==> config.mk <==
export PLATFORM = sky130hd
export DESIGN_NAME = strap_cfg_top
export DESIGN_NICKNAME = d
export VERILOG_FILES = /design/src/rtl/strap_cfg_pkg.sv /design/src/rtl/strap_phase.sv /design/src/rtl/cfg_field.sv /design/src/rtl/isolate_ctl.sv /design/src/rtl/strap_cfg_top.sv
export SDC_FILE = /design/constraint.sdc
export NUM_CORES = 1
export LEC_CHECK = 0
export BUFFER_PORTS_ARGS = -buffer_cell sky130_fd_sc_hd__buf_2
export CAP_MARGIN = 20
export CORE_ASPECT_RATIO = 0.9
export CORE_MARGIN = 2
export CORE_UTILIZATION = 39
export CTS_CLUSTER_DIAMETER = 30
export CTS_CLUSTER_SIZE = 8
export DETAILED_ROUTE_END_ITERATION = 8
export GPL_TIMING_DRIVEN = 0
export PLACE_DENSITY = 0.74
export SKIP_LAST_GASP = 1
export SYNTH_ARGS = -nofsm -noshare
export SYNTH_HDL_FRONTEND = slang
export SYNTH_SLANG_ARGS = --single-unit
export TNS_END_PERCENT = 50
==> constraint.sdc <==
create_clock -name clk -period 1.3 [get_ports clk]
set_input_delay 0.13 -clock clk [delete_from_list [all_inputs] [get_ports clk]]
set_output_delay 0.13 -clock clk [all_outputs]
set_load 0.01 [all_outputs]
==> src/rtl/strap_cfg_pkg.sv <==
package strap_cfg_pkg;

   typedef enum logic [2:0] {
      SEL_ADDR   = 3'd0,
      SEL_ABIL   = 3'd1,
      SEL_LED    = 3'd2,
      SEL_XOVER  = 3'd3,
      SEL_DUPLEX = 3'd4
   } cfg_sel_e;

   localparam int ABIL_W = 4;

   // ability bit positions: 10 half, 10 full, 100 half, 100 full
   localparam int AB_10H  = 0;
   localparam int AB_10F  = 1;
   localparam int AB_100H = 2;
   localparam int AB_100F = 3;

   function automatic logic [ABIL_W-1:0] abil_from_strap(input logic s);
      logic [ABIL_W-1:0] v;
      v          = '0;
      v[AB_10H]  = 1'b1;
      v[AB_100H] = 1'b1;
      v[AB_10F]  = s;
      v[AB_100F] = s;
      return v;
   endfunction

endpackage

==> src/rtl/strap_phase.sv <==
module strap_phase #(
   parameter int OE_HOLD = 1
) (
   input  logic clk,
   input  logic rst_n,
   output logic capture,
   output logic pin_oe
);

   assign capture = ~rst_n;

   generate
      if (OE_HOLD < 0) begin : g_bad_hold
         $error("strap_phase: OE_HOLD must not be negative");
      end

      if (OE_HOLD == 0) begin : g_direct
         logic oe_q;
         always_ff @(posedge clk) begin
            oe_q <= rst_n;
         end
         assign pin_oe = oe_q;
      end else begin : g_counted
         localparam int CNT_W = $clog2(OE_HOLD + 1);
         localparam logic [CNT_W-1:0] CNT_END = CNT_W'(OE_HOLD);
         logic [CNT_W-1:0] cnt_q;
         logic             oe_q;
         always_ff @(posedge clk) begin
            if (!rst_n) begin
               cnt_q <= '0;
               oe_q  <= 1'b0;
            end else begin
               if (cnt_q != CNT_END) begin
                  cnt_q <= cnt_q + 1'b1;
               end
               oe_q <= (cnt_q == CNT_END);
            end
         end
         assign pin_oe = oe_q;
      end
   endgenerate

endmodule

==> src/rtl/cfg_field.sv <==
module cfg_field #(
   parameter int W = 1
) (
   input  logic         clk,
   input  logic         capture,
   input  logic         wr_hit,
   input  logic [W-1:0] strap_val,
   input  logic [W-1:0] din,
   output logic [W-1:0] q
);

   generate
      if (W < 1) begin : g_bad_w
         $error("cfg_field: W must be at least 1");
      end
   endgenerate

   logic [W-1:0] q_r;

   always_ff @(posedge clk) begin
      if (capture) begin
         q_r <= strap_val;
      end else if (wr_hit) begin
         q_r <= din;
      end
   end

   assign q = q_r;

endmodule

==> src/rtl/isolate_ctl.sv <==
module isolate_ctl #(
   parameter int ADDR_W   = 5,
   parameter int ISO_ADDR = 0
) (
   input  logic              clk,
   input  logic              capture,
   input  logic [ADDR_W-1:0] strap_addr,
   input  logic              clr,
   output logic              iso
);

   localparam logic [ADDR_W-1:0] ISO_MATCH = ADDR_W'(ISO_ADDR);

   generate
      if (ISO_ADDR < 0 || ISO_ADDR >= (1 << ADDR_W)) begin : g_bad_iso
         $error("isolate_ctl: ISO_ADDR out of address range");
      end
   endgenerate

   logic iso_r;

   // only the capture path may set; software may only clear
   always_ff @(posedge clk) begin
      if (capture) begin
         iso_r <= (strap_addr == ISO_MATCH);
      end else if (clr) begin
         iso_r <= 1'b0;
      end
   end

   assign iso = iso_r;

endmodule

==> src/rtl/strap_cfg_top.sv <==
module strap_cfg_top
   import strap_cfg_pkg::*;
#(
   parameter int ADDR_W      = 5,
   parameter int LED_W       = 2,
   parameter int DATA_W      = 5,
   parameter int OE_HOLD     = 1,
   parameter int LED_STRAP_H = 1,
   parameter int LED_STRAP_L = 2
) (
   input  logic              clk,
   input  logic              rst_n,
   input  logic [ADDR_W-1:0] strap_addr,
   input  logic              strap_adv,
   input  logic              strap_led,
   input  logic              strap_xover,
   input  logic              wr_en,
   input  logic [2:0]        wr_sel,
   input  logic [DATA_W-1:0] wr_data,
   input  logic              isolate_clr,
   output logic [ADDR_W-1:0] phy_addr,
   output logic              isolate,
   output logic [ABIL_W-1:0] adv_abil,
   output logic              full_duplex,
   output logic [LED_W-1:0]  led_mode,
   output logic              xover_en,
   output logic              pin_oe
);

   localparam logic [LED_W-1:0] LED_HI = LED_W'(LED_STRAP_H);
   localparam logic [LED_W-1:0] LED_LO = LED_W'(LED_STRAP_L);

   generate
      if (ADDR_W < 1 || ADDR_W > DATA_W) begin : g_bad_addr
         $error("strap_cfg_top: ADDR_W must fit in DATA_W");
      end
      if (ABIL_W > DATA_W || LED_W > DATA_W) begin : g_bad_data
         $error("strap_cfg_top: DATA_W too narrow for a field");
      end
      if (LED_STRAP_H >= (1 << LED_W) || LED_STRAP_L >= (1 << LED_W)) begin : g_bad_led
         $error("strap_cfg_top: strapped LED modes exceed LED_W");
      end
   endgenerate

   logic capture;
   logic wr_ok;

   strap_phase #(.OE_HOLD(OE_HOLD)) u_phase (
      .clk     (clk),
      .rst_n   (rst_n),
      .capture (capture),
      .pin_oe  (pin_oe)
   );

   assign wr_ok = wr_en & ~capture;

   logic hit_addr, hit_abil, hit_led, hit_xover, hit_dup;
   always_comb begin
      hit_addr  = wr_ok && (wr_sel == SEL_ADDR);
      hit_abil  = wr_ok && (wr_sel == SEL_ABIL);
      hit_led   = wr_ok && (wr_sel == SEL_LED);
      hit_xover = wr_ok && (wr_sel == SEL_XOVER);
      hit_dup   = wr_ok && (wr_sel == SEL_DUPLEX);
   end

   logic [LED_W-1:0]  led_strap_val;
   logic [ABIL_W-1:0] abil_strap_val;
   always_comb begin
      led_strap_val  = strap_led ? LED_HI : LED_LO;
      abil_strap_val = abil_from_strap(strap_adv);
   end

   cfg_field #(.W(ADDR_W)) u_addr (
      .clk       (clk),
      .capture   (capture),
      .wr_hit    (hit_addr),
      .strap_val (strap_addr),
      .din       (wr_data[ADDR_W-1:0]),
      .q         (phy_addr)
   );

   cfg_field #(.W(ABIL_W)) u_abil (
      .clk       (clk),
      .capture   (capture),
      .wr_hit    (hit_abil),
      .strap_val (abil_strap_val),
      .din       (wr_data[ABIL_W-1:0]),
      .q         (adv_abil)
   );

   cfg_field #(.W(1)) u_dup (
      .clk       (clk),
      .capture   (capture),
      .wr_hit    (hit_dup),
      .strap_val (strap_adv),
      .din       (wr_data[0]),
      .q         (full_duplex)
   );

   cfg_field #(.W(LED_W)) u_led (
      .clk       (clk),
      .capture   (capture),
      .wr_hit    (hit_led),
      .strap_val (led_strap_val),
      .din       (wr_data[LED_W-1:0]),
      .q         (led_mode)
   );

   cfg_field #(.W(1)) u_xover (
      .clk       (clk),
      .capture   (capture),
      .wr_hit    (hit_xover),
      .strap_val (strap_xover),
      .din       (wr_data[0]),
      .q         (xover_en)
   );

   isolate_ctl #(.ADDR_W(ADDR_W), .ISO_ADDR(0)) u_iso (
      .clk        (clk),
      .capture    (capture),
      .strap_addr (strap_addr),
      .clr        (isolate_clr),
      .iso        (isolate)
   );

endmodule

* Word-level counts from Yosys, hierarchy flattened *
Cells that the tools add are included.

storage, ports and cells
  bits in registers = 16
  input port bits = 20
  output and inout port bits = 15
  word-level logic and storage cells = 42

operators by class
  add/subtract/negate cells = 1
  eq/ne operators = 10
  multiplexer cells = 14
  bitwise logic cells = 1
  reductions and logical operators = 7

operators by type and width
  kind                                                                      number
  2-bit by 1-bit inequality test with 1-bit output (second input constant)  6
  5-bit 2-to-1 mux                                                          2
  4-bit 2-to-1 mux                                                          2
  1-bit 2-to-1 mux                                                          7
  3-bit by 2-bit == test with 1-bit output (second input constant)          2
  2-bit 2-to-1 mux                                                          3
  1-bit logical AND                                                         5
  5-bit zero test                                                           1
  3-bit by 1-bit == test with 1-bit output (second input constant)          1
  3-bit == test (second input constant)                                     1
  3-bit zero test                                                           1
  1-bit adder (second input constant)                                       1
  1-bit AND                                                                 1

* Depth between registers and ports, before layout *
Gate-level depths: netlist of the first run.

  depth in word-level cells = 4
  depth in mapped cells = 3
  mapped depth without buffers = 2

* Hierarchy *
Synthesis of the first run repeated with hierarchy kept, for this count alone.

unflattened totals
  cell total of the unflattened synthesis = 48
  area, all modules = 753.2 um^2

by module, submodules not included
  module                 times used  cells each  area each (um^2)  sequential area each (um^2)
  cfg_field (u_addr)     1           11          212.7             150.1
  cfg_field (u_abil)     1           9           171.4             120.1
  cfg_field (u_dup ...)  2           3           51.3              30.0
  cfg_field (u_led)      1           5           88.8              60.1
  strap_cfg_top          1           9           71.3              0.0
  isolate_ctl            1           4           56.3              30.0
  strap_phase            1           4           50.0              40.0

* Worst setup path before layout of the first run *
No wires, ideal clock.

  path kind = input-to-reg
  start point = input port wr_sel[0]
  end point = register u_addr.q_r[0] (netlist: u_addr.q[0]), enable pin
  setup time = 374 ps
  arrival = 933 ps
  data required time = 926 ps
  slack = -6 ps
  cell stages on the path = 2
  path buffers = 0
  cell sequence = or3b_1 > o21ai_0

between the ends
  word-level cells in the longest chain between the ends = 3

ends and longest elaborated chain
  element                                                            RTL line             text
  from (decl)                                                        strap_cfg_top.sv:18  input logic [2:0] wr_sel,
  3-bit zero test                                                    strap_cfg_top.sv:59  hit_addr = wr_ok && (wr_sel == SEL_ADDR);
  1-bit logical AND                                                  strap_cfg_top.sv:59
  2-bit by 1-bit inequality test with 1-bit output (no source line)  n/a
  to (signal assigned)                                               cfg_field.sv:22      q_r <= strap_val;
  to (signal assigned)                                               cfg_field.sv:24      q_r <= din;
  to (decl)                                                          cfg_field.sv:18      logic [W-1:0] q_r;

No other way between the ends.
A chain may end at the register's enable or synchronous reset.

* Final worst setup path of the first run *
  start point = input port wr_sel[0]
  end point = register u_addr.q_r[3] (netlist: u_addr.q[3]), enable pin

Same word-level chain as after synthesis.

==> flow_summary.json, run 1 <==
{
  "grtUsageTotal_pct": 12.8,
  "multiInputGateArea_sq_um": 235,
  "cts_setup_buffers": 0,
  "grt_pass1_vias": 492,
  "grt_max_degree": 11,
  "wire_per_inst_um": 11.0,
  "tritoncts": "done",
  "drv_cap": 0,
  "p_int_mw": 0.780,
  "tightestPinTransition_ns": 0.537,
  "drive_gt1_share_pct": 43.9,
  "ys_types": 18,
  "clk_latency_ns": 0.28,
  "holdWs_ns": 0.0320,
  "cts-resized-gates": 0,
  "overflow": 0,
  "yosysWarnings": 0,
  "dp_slack_ns": -0.156,
  "clockBufferDepth": 2,
  "vias_per_cell": 4.60,
  "io_pins": 35,
  "finalHoldViolCount": 0,
  "required_ns": 1.23,
  "seq_area_frac_synth_pct": 62.3,
  "setup_viol": 0,
  "slew_viol_final": 0,
  "finalSetupTns_ns": 0,
  "grt_pass1_wl_um": 1980,
  "path_class": "in2reg",
  "worst_clock_skew_ns": 0.000123,
  "layout.nets": 119,
  "antenna_left": 0,
  "vias": 561,
  "dieHeight_um": 44.4,
  "synth_area_sq_um": 707,
  "gp_congestion": 0.780,
  "clkTransAtPathRegs_ns": 0.09,
  "area_growth_pct": 32.0,
  "port_buffers": 34,
  "fillers": 158,
  "totalWireLength_um": 1340,
  "ys_ff_latch": 16,
  "fin_ws_ns": 0.146,
  "drc": 0,
  "dp_cells": 118,
  "syn_avg_cell_area_sq_um": 11.8,
  "timing.fmax_mhz": 867,
  "netSwitchingFraction_pct": 24.5,
  "p_sw_mw": 0.254,
  "rsz0062_at_grt": "false",
  "clkSinkCount": 16,
  "arrival_ns": 1.09,
  "clockPowerShare_pct": 26.2,
  "crit_path_end_kind": "register",
  "die_area_sq_um": 2170,
  "status": "finished, final reports clean",
  "relSlewSlack_pct": 64.0,
  "firstDrtPassIters": 4,
  "synthesis.nets": 80,
  "hp-class": "in2reg",
  "final_cell_mix": "35 x buf_2, 12 x edfxtp_1, 10 x o21ai_0",
  "power.leakage_nw": 0.412,
  "setup.worst_path.start_class": "input pin",
  "cts_hold_buf": 0,
  "core_sq_um": 1680,
  "seqPwrFrac_pct": 58.5,
  "final_cell_count_no_fill": 122,
  "cts_buffers": 3,
  "h-tree-depth": 1,
  "start_util_pct": 42.0,
  "irDropWorstVdd_uv": 643,
  "pwr-share-comb_pct": 15.3,
  "fp-row-count": 14,
  "fin_crit_sh_pct": 88.8,
  "cts_root_buf": "clkbuf_4",
  "seqCellArea_sq_um": 440,
  "n_antenna_cell": 0,
  "die_x_um": 48.9,
  "period_needed_ns": 1.15,
  "drt_iter0_drc": 19,
  "cp_max_fo": 5,
  "syn_inst": 60,
  "hpwl_um": 1070,
  "mostFrequentLayoutCell": "buf_2",
  "antenna_found_initial": 0,
  "power.density_nw_per_um2": 1110
}
[stage by stage]
step / area (sq um) / util [%] / power, mW
after floorplan: 707 / - / 0.692
after global placement: 907 / 53.9 / 0.772
after detailed placement: 907 / 53.9 / 0.776
after CTS: 933 / 55.5 / 1.04
after global routing: 933 / 55.5 / 1.07
final: 933 / 55.5 / 1.03
[synth_stat cells]
| cell type | count | area [sq um] |
|---|---|---|
| and2_1 | 1 | 6.26 |
| nor3_2 | 1 | 10.0 |
| o21ai_1 | 1 | 5.00 |
| or3b_1 | 1 | 8.76 |
| nand2_1 | 6 | 22.5 |
| dfxtp_1 | 4 | 80.1 |
| mux2_2 | 2 | 22.5 |
| nand2b_1 | 4 | 25.0 |
| or4_4 | 1 | 11.3 |
| nor2b_1 | 4 | 25.0 |
| inv_1 | 6 | 22.5 |
| buf_2 | 1 | 5.00 |
| clkbuf_1 | 1 | 3.75 |
| edfxtp_1 | 12 | 360 |
| mux2i_1 | 2 | 20.0 |
| nand4bb_1 | 1 | 11.3 |
| and4bb_2 | 1 | 12.5 |
| o21ai_0 | 11 | 55.1 |
[final timing paths]
check | from | endpoint | slack, ns | depth (start not counted)
max | wr_sel[0] | u_addr.q[3]$_DFFE_PP_ | 0.15 | 3
min | rst_n | u_phase.g_counted.cnt_q$_SDFF_PN0_ | 0.03 | 1
max reg2reg | u_abil.q[2]$_SDFFE_PN1P_ | u_abil.q[2]$_SDFFE_PN1P_ | 0.71 | 2
min reg2reg | u_phase.g_counted.cnt_q$_SDFF_PN0_ | u_phase.pin_oe$_SDFF_PN0_ | 0.45 | 1
[area by class of cell]
| cell class | count | area share (%) |
|---|---|---|
| Buffer | 2 | 0.938 |
| Clock buffer | 3 | 2.41 |
| Clock inverter | 1 | 0.402 |
| Inverter | 6 | 2.41 |
| Multi-Input combinational cell | 36 | 25.2 |
| Sequential cell | 16 | 47.2 |
| Tap cell | 24 | 3.22 |
| Timing Repair Buffer | 34 | 18.2 |
[critical path, stage by stage]
cell     delay, ns
buf_2         0.12
or3b_1        0.39
o21ai_1       0.45
[state kept, by name, indices dropped and copies added, names as in the netlist]
register / cells
u_phase.pin_oe: 1
u_dup.q: 1
u_abil.q: 4
u_addr.q: 5
u_led.q: 2
u_iso.iso: 1
u_phase.g_counted.cnt_q: 1
u_xover.q: 1
[power groups by stage]
stage | sequential (mW) | combinational, mW | clock (mW)
final | 0.604 | 0.158 | 0.271
after global routing | 0.612 | 0.172 | 0.289
after CTS | 0.605 | 0.160 | 0.278
after detailed placement | 0.617 | 0.159 | 0
after global placement | 0.616 | 0.157 | 0
after floorplan | 0.642 | 0.0503 | 0
[kinds of logic (layout without fill, tap and decap cells)]
group           after synthesis  after routing  share of synthesized area (%)
buf+inv                       8             46                           4.42
mux                           4              4                           6.02
compound gates               12             12                           8.49
simple gates                 20             20                           18.8
flops                        16             16                           62.3
[layer usage]
layer	global-route usage [%]	part of all wire (%)
met1	13.6	41
met2	20.0	49
met3	4.39	7.6
met4	12.6	1.7
met5	0	0
Power figures use the tool's default switching activity.
==> inputs of run 2 (changes only) <==
CELL_PAD_IN_SITES_DETAIL_PLACEMENT = 0   (was default)
CELL_PAD_IN_SITES_GLOBAL_PLACEMENT = 1   (was default)
CORE_UTILIZATION = 29   (was 39)
GPL_TIMING_DRIVEN = default   (was 0)
==> flow_summary.json, run 2 (synthesized netlist as in run 1, its figures left out) <==
{
  "cp_max_fo": 1,
  "critPathSlowestCell": "edfxtp_1",
  "area_growth_pct": 33.5,
  "vias": 561,
  "period_needed_ns": 0.964,
  "drive_gt1_share_pct": 44.9,
  "status": "finished, final reports clean",
  "ff2ff_path_depth": 2,
  "rsz0062_at_grt": "false",
  "r2r_setup_slack_ns": 0.67,
  "layout.nets": 119,
  "fin_crit_sh_pct": 74.2,
  "overflow": 0,
  "setup_viol": 0,
  "fp-row-count": 16,
  "finalHoldViolCount": 0,
  "dieHeight_um": 50.8,
  "gr-usage-met3_pct": 4.05,
  "core_sq_um": 2240,
  "critPathBufInv": 1,
  "cts_root_buf": "clkbuf_4",
  "relSlewSlack_pct": 74.8,
  "timing.fmax_mhz": 1040,
  "final_area_sq_um": 943,
  "cts_buffers": 3,
  "firstDrtPassIters": 4,
  "drc": 0,
  "tritoncts": "done",
  "vias_per_cell": 4.49,
  "totalWireLength_um": 1440,
  "r2r-start": "u_abil.q[0]$_SDFFE_PN1P_",
  "required_ns": 1.17,
  "grt_max_degree": 20,
  "irDropWorstVdd_uv": 400,
  "h-tree-depth": 1,
  "port_buffers": 34,
  "min_to": "u_abil.q[2]$_SDFFE_PN1P_",
  "cp_top_family": "flip-flops",
  "drv_cap": 0,
  "worst_clock_skew_ns": 0.000112,
  "final_cell_mix": "34 x buf_2, 12 x edfxtp_1, 10 x o21ai_0",
  "hpwl_um": 1160,
  "n_antenna_cell": 0,
  "finalSetupTns_ns": 0,
  "power.leakage_nw": 0.416,
  "hp-class": "in2reg",
  "clockBufferDepth": 2,
  "use_met1_pct": 11.5,
  "die_x_um": 56.0,
  "gp_congestion": 0.782,
  "start_util_pct": 31.5,
  "largest_reg_flops": 5,
  "mostFrequentLayoutCell": "buf_2",
  "arrival_ns": 0.83,
  "clkSinkCount": 16,
  "cts-resized-gates": 0,
  "grtUsageTotal_pct": 10.9,
  "path_cells": "buf_2",
  "fin_total_pwr_mw": 1.03,
  "antenna_found_initial": 0,
  "min-delay-start": "wr_data[2]",
  "setup.worst_path.start_class": "register",
  "drt_iter0_drc": 14,
  "path_class": "reg2out",
  "antenna_left": 0,
  "placed_area_sq_um": 917,
  "crit_path_max_incr_delay_ns": 0.40,
  "tightestPinTransition_ns": 0.375,
  "reg2reg_to": "u_abil.q[0]$_SDFFE_PN1P_",
  "die_area_sq_um": 2850,
  "wire_per_inst_um": 11.5,
  "holdWs_ns": 0.125,
  "clkTransAtPathRegs_ns": 0.09,
  "top_usage_layer": "met2",
  "crit_path_end_kind": "output pin",
  "cts_hold_buf": 0,
  "cts_setup_buffers": 0,
  "grt_pass1_vias": 559,
  "met2_usage_pct": 18.8,
  "power.density_nw_per_um2": 1100,
  "io_pins": 35,
  "clk_latency_ns": 0.28,
  "grt_pass1_wl_um": 2320,
  "worstHoldPathCells": 3,
  "slew_viol_final": 0
}
==> run 2: cell types whose count changed in the layout (fill, tap and decap cells not counted) <==
cell,delta
buf_2,-1
buf_4,+2
clkbuf_1,-1
==> run 2: layout make-up <==
cell class | instances | area [sq um]
Clock inverter | 1 | 3.75
Multi-Input combinational cell | 36 | 235
Tap cell | 27 | 33.8
Inverter | 6 | 22.5
Clock buffer | 3 | 22.5
Timing Repair Buffer | 36 | 185
Fill cell | 231 | 1300
Sequential cell | 16 | 440
==> run 2: per-stage QoR <==
step / util, % / worst slack [ns] / std cells
global placement: 40.9 / 0.0864 / 121
floorplan: - / 0.149 / 60
CTS: 42.1 / 0.328 / 125
global route: 42.1 / 0.300 / 125
finish: 42.1 / 0.336 / 125
detailed placement: 40.9 / 0.0905 / 121
==> run 2: how the worst max path moves through the flow <==
stage	from	to	slack (ns)	cells after the start
6_report	u_dup.q$_DFFE_PP_	full_duplex	0.34	1
5_1_grt	u_addr.q[3]$_DFFE_PP_	phy_addr[3]	0.30	1
4_1_cts	u_dup.q$_DFFE_PP_	full_duplex	0.33	1
3_5_place_dp	wr_sel[0]	u_addr.q[0]$_DFFE_PP_	0.09	4
3_3_place_gp	wr_sel[0]	u_addr.q[0]$_DFFE_PP_	0.09	4
2_1_floorplan	wr_sel[0]	u_addr.q[0]$_DFFE_PP_	0.15	2
==> run 2: worst min-delay path, stage by stage <==
cell and delay, ns:
buf_2 0.09, nor2b_1 0.04, mux2i_1 0.11
==> run 2: routing by layer <==
layer	share of wire (%)	vias up
met5	0	-
met4	0	0
met3	8.8	0
met2	52	19
met1	39	256
li1	-	286
==> run 2: where the power goes <==
group	switching [mW]	total, mW	internal (mW)	leakage [nW]
Clock	0.156	0.267	0.111	0.0154
Combinational	0.0852	0.160	0.0752	0.249
Sequential	0.00952	0.606	0.596	0.152
Total	0.251	1.03	0.783	0.416
==> inputs of run 3 (changes only) <==
CORE_UTILIZATION = 32   (was 29)
PLACE_DENSITY = 0.77   (was 0.74)
clock period = 0.9 ns   (was 1.3 ns; I/O delays follow)
==> flow_summary.json, run 3 (synthesized netlist as in run 1, its figures left out) <==
{
  "crit_path_end_kind": "output pin",
  "grt_pass1_wl_um": 2550,
  "clkTransAtPathRegs_ns": 0.09,
  "min-delay-start": "wr_data[2]",
  "drv_cap": 0,
  "hpwl_um": 1210,
  "vias_per_cell": 4.62,
  "power.leakage_nw": 0.458,
  "drc": 0,
  "irDropWorstVdd_uv": 532,
  "grtUsageTotal_pct": 13.7,
  "firstDrtPassIters": 2,
  "arrival_ns": 0.83,
  "gp_congestion": 0.730,
  "cp_max_fo": 1,
  "die_area_sq_um": 2600,
  "setup_viol": 2,
  "mostFrequentLayoutCell": "buf_2",
  "period_needed_ns": 0.923,
  "clkSinkCount": 16,
  "fp-row-count": 16,
  "tightestPinTransition_ns": 0.279,
  "layout.nets": 127,
  "worst_clock_skew_ns": 0.000647,
  "clockBufferDepth": 2,
  "final_cell_mix": "34 x buf_2, 12 x edfxtp_1, 10 x o21ai_0, 10 x buf_4",
  "cts_hold_buf": 0,
  "fillers": 198,
  "cts_root_buf": "clkbuf_4",
  "power.density_nw_per_um2": 1500,
  "crit_path_max_incr_delay_ns": 0.40,
  "multiInputGateArea_sq_um": 249,
  "antenna_left": 0,
  "cts_setup_buffers": 0,
  "drive_gt1_share_pct": 50.9,
  "slew_viol_final": 0,
  "cp_top_family": "flip-flops",
  "rsz0062_at_grt": "true",
  "core_sq_um": 2140,
  "finalHoldViolCount": 0,
  "io_pins": 35,
  "setup.worst_path.start_class": "register",
  "critPathSlowestCell": "edfxtp_1",
  "dieHeight_um": 48.6,
  "tritoncts": "done",
  "n_antenna_cell": 0,
  "port_buffers": 34,
  "overflow": 0,
  "timing.fmax_mhz": 1080,
  "grt_pass1_vias": 604,
  "status": "finished with violations",
  "fin_crit_sh_pct": 103,
  "largest_reg_flops": 5,
  "h-tree-depth": 1,
  "area_growth_pct": 43.9,
  "relSlewSlack_pct": 81.2,
  "vias": 614,
  "drt_iter0_drc": 8,
  "path_class": "reg2out",
  "finalSetupTns_ns": -0.0309,
  "cts_buffers": 3,
  "wire_per_inst_um": 11.4,
  "r2r-start": "u_abil.q[0]$_SDFFE_PN1P_",
  "start_util_pct": 33.0,
  "dp_slack_ns": -0.282,
  "critPathBufInv": 1,
  "violations": "setup timing",
  "fin_ws_ns": -0.0228,
  "crit_start": "u_addr.q[0]$_DFFE_PP_",
  "path_cells": "buf_2",
  "required_ns": 0.81,
  "grt_max_degree": 11,
  "totalWireLength_um": 1510,
  "clk_latency_ns": 0.29,
  "seqCellArea_sq_um": 440,
  "antenna_found_initial": 0,
  "hp-class": "in2reg",
  "die_x_um": 53.5
}
## run 3: changes by cell type in the layout (fill, tap and decap cells not counted)
cell,change
or3b_4,+1
buf_4,+8
o21ai_4,+1
or3b_1,-1
o21ai_1,-1
## run 3: per-layer routing
metal	global-route usage, %	vias up	part of all wire, %
li1	-	301	-
met1	15.2	291	38
met2	23.7	18	53
met3	2.47	4	6.3
met4	7.69	0	2.2
met5	0	-	0
## run 3: through the flow
| stage | hold WS, ns | utilization, % | instances | instance area [sq um] | total power, mW |
|---|---|---|---|---|---|
| floorplan | 0.118 | - | 60 | 721 | 1.01 |
| global placement | 0.366 | 46.3 | 129 | 991 | 1.16 |
| detailed placement | 0.386 | 46.3 | 129 | 991 | 1.16 |
| CTS | 0.0678 | 47.5 | 133 | 1020 | 1.55 |
| global route | 0.0767 | 47.5 | 133 | 1020 | 1.62 |
| finish | 0.0708 | 47.5 | 133 | 1020 | 1.53 |
## run 3: path summary, 6_finish.rpt
path | end | slack, ns | cells after the start
worst min-delay path | u_abil.q[2]$_SDFFE_PN1P_ | 0.07 | 3
worst min register to register | u_phase.pin_oe$_SDFF_PN0_ | 0.44 | 1
worst max register to register | u_abil.q[0]$_SDFFE_PN1P_ | 0.32 | 2
worst max-delay path | phy_addr[0] | -0.02 | 1
## run 3: final cells by class
cell class | instances | area share, %
clock inverters | 1 | 0.369
well taps | 27 | 3.32
flip-flops and latches | 16 | 43.3
repair buffers | 44 | 24.1
inverters | 6 | 2.21
multi-input cells | 36 | 24.5
clock buffers | 3 | 2.21
## run 3: timing repair
item / 4_1_cts / 5_1_grt
pin swaps: 0 / 0
gates resized for setup: 0 / 0
endpoints found under the setup margin: 8 / 12
## run 3: power by group
group          internal, mW  switching, mW
clock                 0.161          0.227
sequential            0.861         0.0142
combinational         0.134          0.131
total                  1.16          0.371
